File: src/rtl/pf_sr_pkg.sv
package pf_sr_pkg;
  typedef enum logic [2:0] {
    ST_IDLE,
    ST_DES,
    ST_PREA,
    ST_SRE,
    ST_DONE
  } step_e;

  localparam logic [1:0] CMD_DES  = 2'b00;
  localparam logic [1:0] CMD_PREA = 2'b01;
  localparam logic [1:0] CMD_SRE  = 2'b10;

  localparam logic [1:0] SEL_TRFC   = 2'd0;
  localparam logic [1:0] SEL_TRP    = 2'd1;
  localparam logic [1:0] SEL_TCKSRE = 2'd2;

  localparam logic [1:0] CS_PAIR_ACTIVE = 2'b00;
  localparam logic [1:0] CS_PAIR_IDLE   = 2'b11;
endpackage

File: src/rtl/pf_sr_cfg.sv
module pf_sr_cfg #(
  parameter int TRFC_W   = 16,
  parameter int TRP_W    = 8,
  parameter int TCKSRE_W = 8,
  parameter int DATA_W   = 16
) (
  input  logic                clk_i,
  input  logic                rst_ni,
  input  logic                idle_i,
  input  logic                we_i,
  input  logic [1:0]          sel_i,
  input  logic [DATA_W-1:0]   data_i,
  output logic [TRFC_W-1:0]   trfc_o,
  output logic [TRP_W-1:0]    trp_o,
  output logic [TCKSRE_W-1:0] tcksre_o
);
  import pf_sr_pkg::*;

  logic wr_ok;
  assign wr_ok = we_i && idle_i;

  always_ff @(posedge clk_i or negedge rst_ni) begin
    if (!rst_ni) begin
      trfc_o   <= '0;
      trp_o    <= '0;
      tcksre_o <= '0;
    end else if (wr_ok) begin
      case (sel_i)
        SEL_TRFC:   trfc_o   <= data_i[TRFC_W-1:0];
        SEL_TRP:    trp_o    <= data_i[TRP_W-1:0];
        SEL_TCKSRE: tcksre_o <= data_i[TCKSRE_W-1:0];
        default: ;
      endcase
    end
  end
endmodule

File: src/rtl/pf_sr_fsm.sv
module pf_sr_fsm #(
  parameter int TRFC_W   = 16,
  parameter int TRP_W    = 8,
  parameter int TCKSRE_W = 8,
  parameter int CNT_W    = 16
) (
  input  logic                  clk_i,
  input  logic                  rst_ni,
  input  logic                  trigger_i,
  input  logic [TRFC_W-1:0]     trfc_i,
  input  logic [TRP_W-1:0]      trp_i,
  input  logic [TCKSRE_W-1:0]   tcksre_i,
  output pf_sr_pkg::step_e      step_o
);
  import pf_sr_pkg::*;

  step_e             step_q, step_d;
  logic [CNT_W-1:0]  cnt_q, cnt_d;
  logic              cnt_zero;

  assign cnt_zero = (cnt_q == '0);

  always_comb begin
    step_d = step_q;
    cnt_d  = cnt_q;
    unique case (step_q)
      ST_IDLE: if (trigger_i) begin
        step_d = ST_DES;
        cnt_d  = CNT_W'(trfc_i);
      end
      ST_DES: if (cnt_zero) begin
        step_d = ST_PREA;
        cnt_d  = CNT_W'(trp_i);
      end else cnt_d = cnt_q - 1'b1;
      ST_PREA: if (cnt_zero) begin
        step_d = ST_SRE;
        cnt_d  = CNT_W'(tcksre_i);
      end else cnt_d = cnt_q - 1'b1;
      ST_SRE: if (cnt_zero) step_d = ST_DONE;
              else cnt_d = cnt_q - 1'b1;
      ST_DONE: ;
      default: step_d = ST_IDLE;
    endcase
  end

  always_ff @(posedge clk_i or negedge rst_ni) begin
    if (!rst_ni) begin
      step_q <= ST_IDLE;
      cnt_q  <= '0;
    end else begin
      step_q <= step_d;
      cnt_q  <= cnt_d;
    end
  end

  assign step_o = step_q;
endmodule

File: src/rtl/pf_sr_pinmux.sv
module pf_sr_pinmux #(
  parameter int CS_PAIRS = 2,
  parameter int CKE_W    = 2,
  localparam int CS_W    = 2 * CS_PAIRS
) (
  input  pf_sr_pkg::step_e  step_i,
  input  logic [CS_W-1:0]   nrm_cs_n_i,
  input  logic [CKE_W-1:0]  nrm_cke_i,
  input  logic              nrm_reset_n_i,
  input  logic [1:0]        nrm_cmd_i,
  output logic [CS_W-1:0]   mem_cs_n_o,
  output logic [CKE_W-1:0]  mem_cke_o,
  output logic              mem_reset_n_o,
  output logic [1:0]        mem_cmd_o,
  output logic              mux_sel_o,
  output logic              done_o
);
  import pf_sr_pkg::*;

  logic             cs_act;
  logic [CS_W-1:0]  seq_cs_n;
  logic [CKE_W-1:0] seq_cke;
  logic             seq_rst_n;
  logic [1:0]       seq_cmd;

  assign mux_sel_o = (step_i != ST_IDLE);
  assign done_o    = (step_i == ST_DONE);
  assign cs_act    = (step_i == ST_PREA) || (step_i == ST_SRE);

  for (genvar p = 0; p < CS_PAIRS; p++) begin : g_cs_pair
    assign seq_cs_n[2*p +: 2] = cs_act ? CS_PAIR_ACTIVE : CS_PAIR_IDLE;
  end

  always_comb begin
    seq_cke   = '1;
    seq_rst_n = 1'b1;
    seq_cmd   = CMD_DES;
    unique case (step_i)
      ST_PREA: seq_cmd = CMD_PREA;
      ST_SRE: begin
        seq_cmd = CMD_SRE;
        seq_cke = '0;
      end
      ST_DONE: begin
        seq_cke   = '0;
        seq_rst_n = 1'b0;
      end
      default: ;
    endcase
  end

  assign mem_cs_n_o    = mux_sel_o ? seq_cs_n  : nrm_cs_n_i;
  assign mem_cke_o     = mux_sel_o ? seq_cke   : nrm_cke_i;
  assign mem_reset_n_o = mux_sel_o ? seq_rst_n : nrm_reset_n_i;
  assign mem_cmd_o     = mux_sel_o ? seq_cmd   : nrm_cmd_i;
endmodule

File: src/rtl/pf_sr_seq.sv
module pf_sr_seq #(
  parameter int TRFC_W   = 16,
  parameter int TRP_W    = 8,
  parameter int TCKSRE_W = 8,
  parameter int CS_PAIRS = 2,
  parameter int CKE_W    = 2,
  localparam int CS_W    = 2 * CS_PAIRS,
  localparam int W_A     = (TRFC_W > TRP_W) ? TRFC_W : TRP_W,
  localparam int DATA_W  = (W_A > TCKSRE_W) ? W_A : TCKSRE_W
) (
  input  logic               clk_i,
  input  logic               rst_ni,
  input  logic               cfg_we_i,
  input  logic [1:0]         cfg_sel_i,
  input  logic [DATA_W-1:0]  cfg_data_i,
  input  logic               trigger_i,
  input  logic [CS_W-1:0]    nrm_cs_n_i,
  input  logic [CKE_W-1:0]   nrm_cke_i,
  input  logic               nrm_reset_n_i,
  input  logic [1:0]         nrm_cmd_i,
  output logic [CS_W-1:0]    mem_cs_n_o,
  output logic [CKE_W-1:0]   mem_cke_o,
  output logic               mem_reset_n_o,
  output logic [1:0]         mem_cmd_o,
  output logic               mux_sel_o,
  output logic               done_o
);
  import pf_sr_pkg::*;

  logic [TRFC_W-1:0]   cfg_trfc;
  logic [TRP_W-1:0]    cfg_trp;
  logic [TCKSRE_W-1:0] cfg_tcksre;
  step_e               step;

  pf_sr_cfg #(
    .TRFC_W(TRFC_W), .TRP_W(TRP_W), .TCKSRE_W(TCKSRE_W), .DATA_W(DATA_W)
  ) u_cfg (
    .clk_i, .rst_ni,
    .idle_i   (step == ST_IDLE),
    .we_i     (cfg_we_i),
    .sel_i    (cfg_sel_i),
    .data_i   (cfg_data_i),
    .trfc_o   (cfg_trfc),
    .trp_o    (cfg_trp),
    .tcksre_o (cfg_tcksre)
  );

  pf_sr_fsm #(
    .TRFC_W(TRFC_W), .TRP_W(TRP_W), .TCKSRE_W(TCKSRE_W), .CNT_W(DATA_W)
  ) u_fsm (
    .clk_i, .rst_ni,
    .trigger_i (trigger_i),
    .trfc_i    (cfg_trfc),
    .trp_i     (cfg_trp),
    .tcksre_i  (cfg_tcksre),
    .step_o    (step)
  );

  pf_sr_pinmux #(.CS_PAIRS(CS_PAIRS), .CKE_W(CKE_W)) u_mux (
    .step_i        (step),
    .nrm_cs_n_i, .nrm_cke_i, .nrm_reset_n_i, .nrm_cmd_i,
    .mem_cs_n_o, .mem_cke_o, .mem_reset_n_o, .mem_cmd_o,
    .mux_sel_o, .done_o
  );
endmodule

File: config.mk
export PLATFORM = sky130hd
export DESIGN_NAME = pf_sr_seq
export DESIGN_NICKNAME = d
export VERILOG_FILES = /design/src/rtl/pf_sr_pkg.sv /design/src/rtl/pf_sr_cfg.sv /design/src/rtl/pf_sr_fsm.sv /design/src/rtl/pf_sr_pinmux.sv /design/src/rtl/pf_sr_seq.sv
export SDC_FILE = /design/constraint.sdc
export NUM_CORES = 1
export LEC_CHECK = 0
export BUFFER_PORTS_ARGS = -buffer_cell sky130_fd_sc_hd__clkbuf_2
export CAP_MARGIN = 20
export CORE_MARGIN = 5
export CORE_UTILIZATION = 40
export DETAILED_ROUTE_END_ITERATION = 10
export PLACE_DENSITY = 0.62
export SYNTH_ARGS = -nofsm -noshare
export SYNTH_HDL_FRONTEND = slang
export SYNTH_SLANG_ARGS = --single-unit
File: constraint.sdc
create_clock -name clk_i -period 2.5 [get_ports clk_i]
set_clock_uncertainty 0.2 [all_clocks]
set_input_delay 0.25 -clock clk_i [delete_from_list [all_inputs] [get_ports clk_i]]
set_output_delay 0.25 -clock clk_i [all_outputs]
set_load 0.1 [all_outputs]
==> impl_metrics.yaml <==
outcome:
  outcome: "finished, final reports clean"
logic_synthesis:
  syn_nets: 302
  ys_seq_elements: 51
  synth.area.top_cells: "dfrtp_1 46%, mux2_2 13%, o21ai_0 3.8%"
  syn_area_per_cell_um2: 10.2
  synth_top_area_cell: "dfrtp_1"
  synthDistinctLibCells: 49
  synth-edff-count: 0
  ys_seq_area_frac: 0.464
  ys.flop_type: "dfrtp_1"
  synthCells: 269
  async_reset_ff_frac: 1.00
  yosys_warnings: 0
  synth_top_area_frac: 0.464
  syn_area_um2: 2750
power:
  p_comb_frac: 0.044
  ir_drop_uv: 269
  swShare: 0.222
  p_seq_frac: 0.593
  pwr-share-clk: 0.363
  fin_total_pwr_w: 0.00139
  leakagePower_nw: 1.55
  p_sw_w: 0.000308
  power_density_nw_per_um2: 411
  internal-power_w: 0.00108
job:
  maxCapViolations: 0
timing:
  relSlewSlack: 0.635
  rsz0062_at_grt: "false"
  period_needed_ns: 2.35
  setup_viol: 0
  fmax_ghz: 0.426
  slew_viol_final: 0
  timing.final.crit_share: 0.938
  fin_setup_tns_ns: 0
  hold_viol_final: 0
  tightest_slew_ns: 0.549
  layout_setup_ws_ns: 0.155
floorplan:
  ios: 42
  die_area_um2: 8640
  rows: 30
  start_util: 0.407
  core_um2: 6760
  chipWidth_um: 92.9
  die_y_um: 92.9
clock_tree:
  cts_max_level: 2
  clk_pin_slew_worst_paths_ns: 0.09
  numCtsBuffers: 5
  clk_latency_ns: 0.30
  clockBufferDepth: 2
  root_buffer: "clkbuf_8"
  tritoncts: "done"
  clkSinkCount: 51
global_route:
  grt_pass1_wl_um: 12000
  grt_max_degree: 33
  grt-ovfl-total: 0
  grtUsageTotal: 0.174
  first_global_vias: 2332
  grt_antenna_before_repair: 0
worst_setup_path:
  required_ns: 2.05
  cp_data_arrival_time_ns: 1.90
  crit_fanout: 8
  start_kind: "flop"
  path_class: "flop to output port"
  end_kind: "output port"
detailed_routing:
  vias: 2419
  drtIter0Drc: 269
  wirelength_um: 7190
  drc_errors: 0
  vias_per_cell: 5.81
  wl_per_cell_um: 17.3
  ant_nets: 0
  firstDrtPassIters: 5
finish:
  instances_no_fill: 416
  area_delta_synth_final_pct: 22.8
  mostFrequentLayoutCell: "dfrtp_1"
  final_area_um2: 3380
  final_layout_size_suffix_gt1_frac: 0.351
  nets: 368
  fill_cells: 625
  diodes: 0
  final_cell_mix: "51 x dfrtp_1, 37 x clkbuf_2, 32 x mux2_2"
place:
  dp_hpwl_um: 5380
  pre_cts_slack_ns: 0.321
  port_buffers: 41
  gp_congestion: 0.895
  dp.cells: 398
  placed_area_um2: 3180
min_path:
  hold_path.class: "input pin to flop"
==> metal layers <==
layer  part of all wire  wire, um  global-route usage
met5                  0         0                   0
met4              0.018       127              0.0415
met3              0.056       400              0.0301
met2               0.47      3350               0.268
met1               0.46      3310               0.255
==> synth_stat cells (all sizes together) (3+ instances only) <==
cell and instances:
and2 3, a21oi 10, nand2b 4, nor2 18, mux2 32, clkbuf 4, buf 10, nand3 8
nand2 19, o21ai 24, nor3 10, o2bb2ai 3, o21bai 4, dfrtp 51, inv 7, o22ai 6
nor4 9, a22oi 12
==> power groups by stage <==
| stage | registers [W] | logic (W) | clock network (W) |
|---|---|---|---|
| 6_report | 0.000824 | 0.0000617 | 0.000504 |
| 5_1_grt | 0.000824 | 0.0000700 | 0.000562 |
| 4_1_cts | 0.000824 | 0.0000625 | 0.000518 |
| 3_5_place_dp | 0.000841 | 0.0000515 | 0 |
| 3_3_place_gp | 0.000841 | 0.0000496 | 0 |
| 2_1_floorplan | 0.000841 | 0.00000280 | 0 |
==> state kept, by name (all words and copies together), names as in the netlist <==
signal,count
u_cfg.trp_o,8
u_fsm.cnt_q,16
u_fsm.step_o,3
u_cfg.trfc_o,16
u_cfg.tcksre_o,8
==> cells by family (layout without fill, tap and decap cells) <==
family / after synthesis / in the layout / synth area share
multiplexers: 32 / 32 / 0.131
buffers and inverters: 21 / 88 / 0.0350
XOR/XNOR: 2 / 2 / 0.00637
AO/OA/AOI/OAI: 75 / 75 / 0.182
flip-flops: 51 / 51 / 0.464
AND/OR/NAND/NOR: 86 / 86 / 0.172
adder cells (fa/ha/maj): 2 / 2 / 0.00909
==> through the flow <==
step / hold WS [ns] / util
floorplan: -0.246 / -
global placement: 0.0368 / 0.471
detailed placement: 0.0410 / 0.471
CTS: 0.00254 / 0.499
global route: 0.000956 / 0.500
finish: 0.00843 / 0.500
==> timing repair <==
item	in CTS	in global routing
endpoints found under the hold margin	59	2
hold buffers	9	1
buffers inserted	0	0
setup endpoints to repair	0	2
gates resized for setup	0	2
==> path summary, 6_finish.rpt <==
check	startpoint	endpoint	slack, ns	depth (start not counted)
max in group asynchronous	rst_ni	u_fsm.cnt_q[1]$_DFFE_PN0P_	1.48	3
setup / recovery	u_fsm.step_o[1]$_DFFE_PN0P_	mem_cke_o[1]	0.15	5
hold reg to reg	u_cfg.trfc_o[14]$_DFFE_PN0P_	u_cfg.trfc_o[14]$_DFFE_PN0P_	0.31	1
min in group asynchronous	rst_ni	u_cfg.trp_o[2]$_DFFE_PN0P_	0.24	3
hold / removal	cfg_data_i[0]	u_cfg.trp_o[0]$_DFFE_PN0P_	0.008	2
setup reg to reg	u_fsm.cnt_q[0]$_DFFE_PN0P_	u_fsm.cnt_q[2]$_DFFE_PN0P_	0.26	8
==> cell type report <==
cell class                      count  area (um^2)  area share
Clock buffer                        7         86.3      0.0255
Clock inverter                      1         8.76     0.00259
Inverter                            7         26.3     0.00777
Multi-Input combinational cell    197         1410       0.416
Sequential cell                    51         1280       0.378
Tap cell                           80          100      0.0296
Timing Repair Buffer               73          475       0.141
==> critical path: stages (launching register included) <==
cell,delay (ns)
dfrtp_1,0.51
buf_4,0.22
nand2_1,0.17
nor2_1,0.13
a21oi_2,0.13
buf_2,0.43
Power figures use the tool's default switching activity.
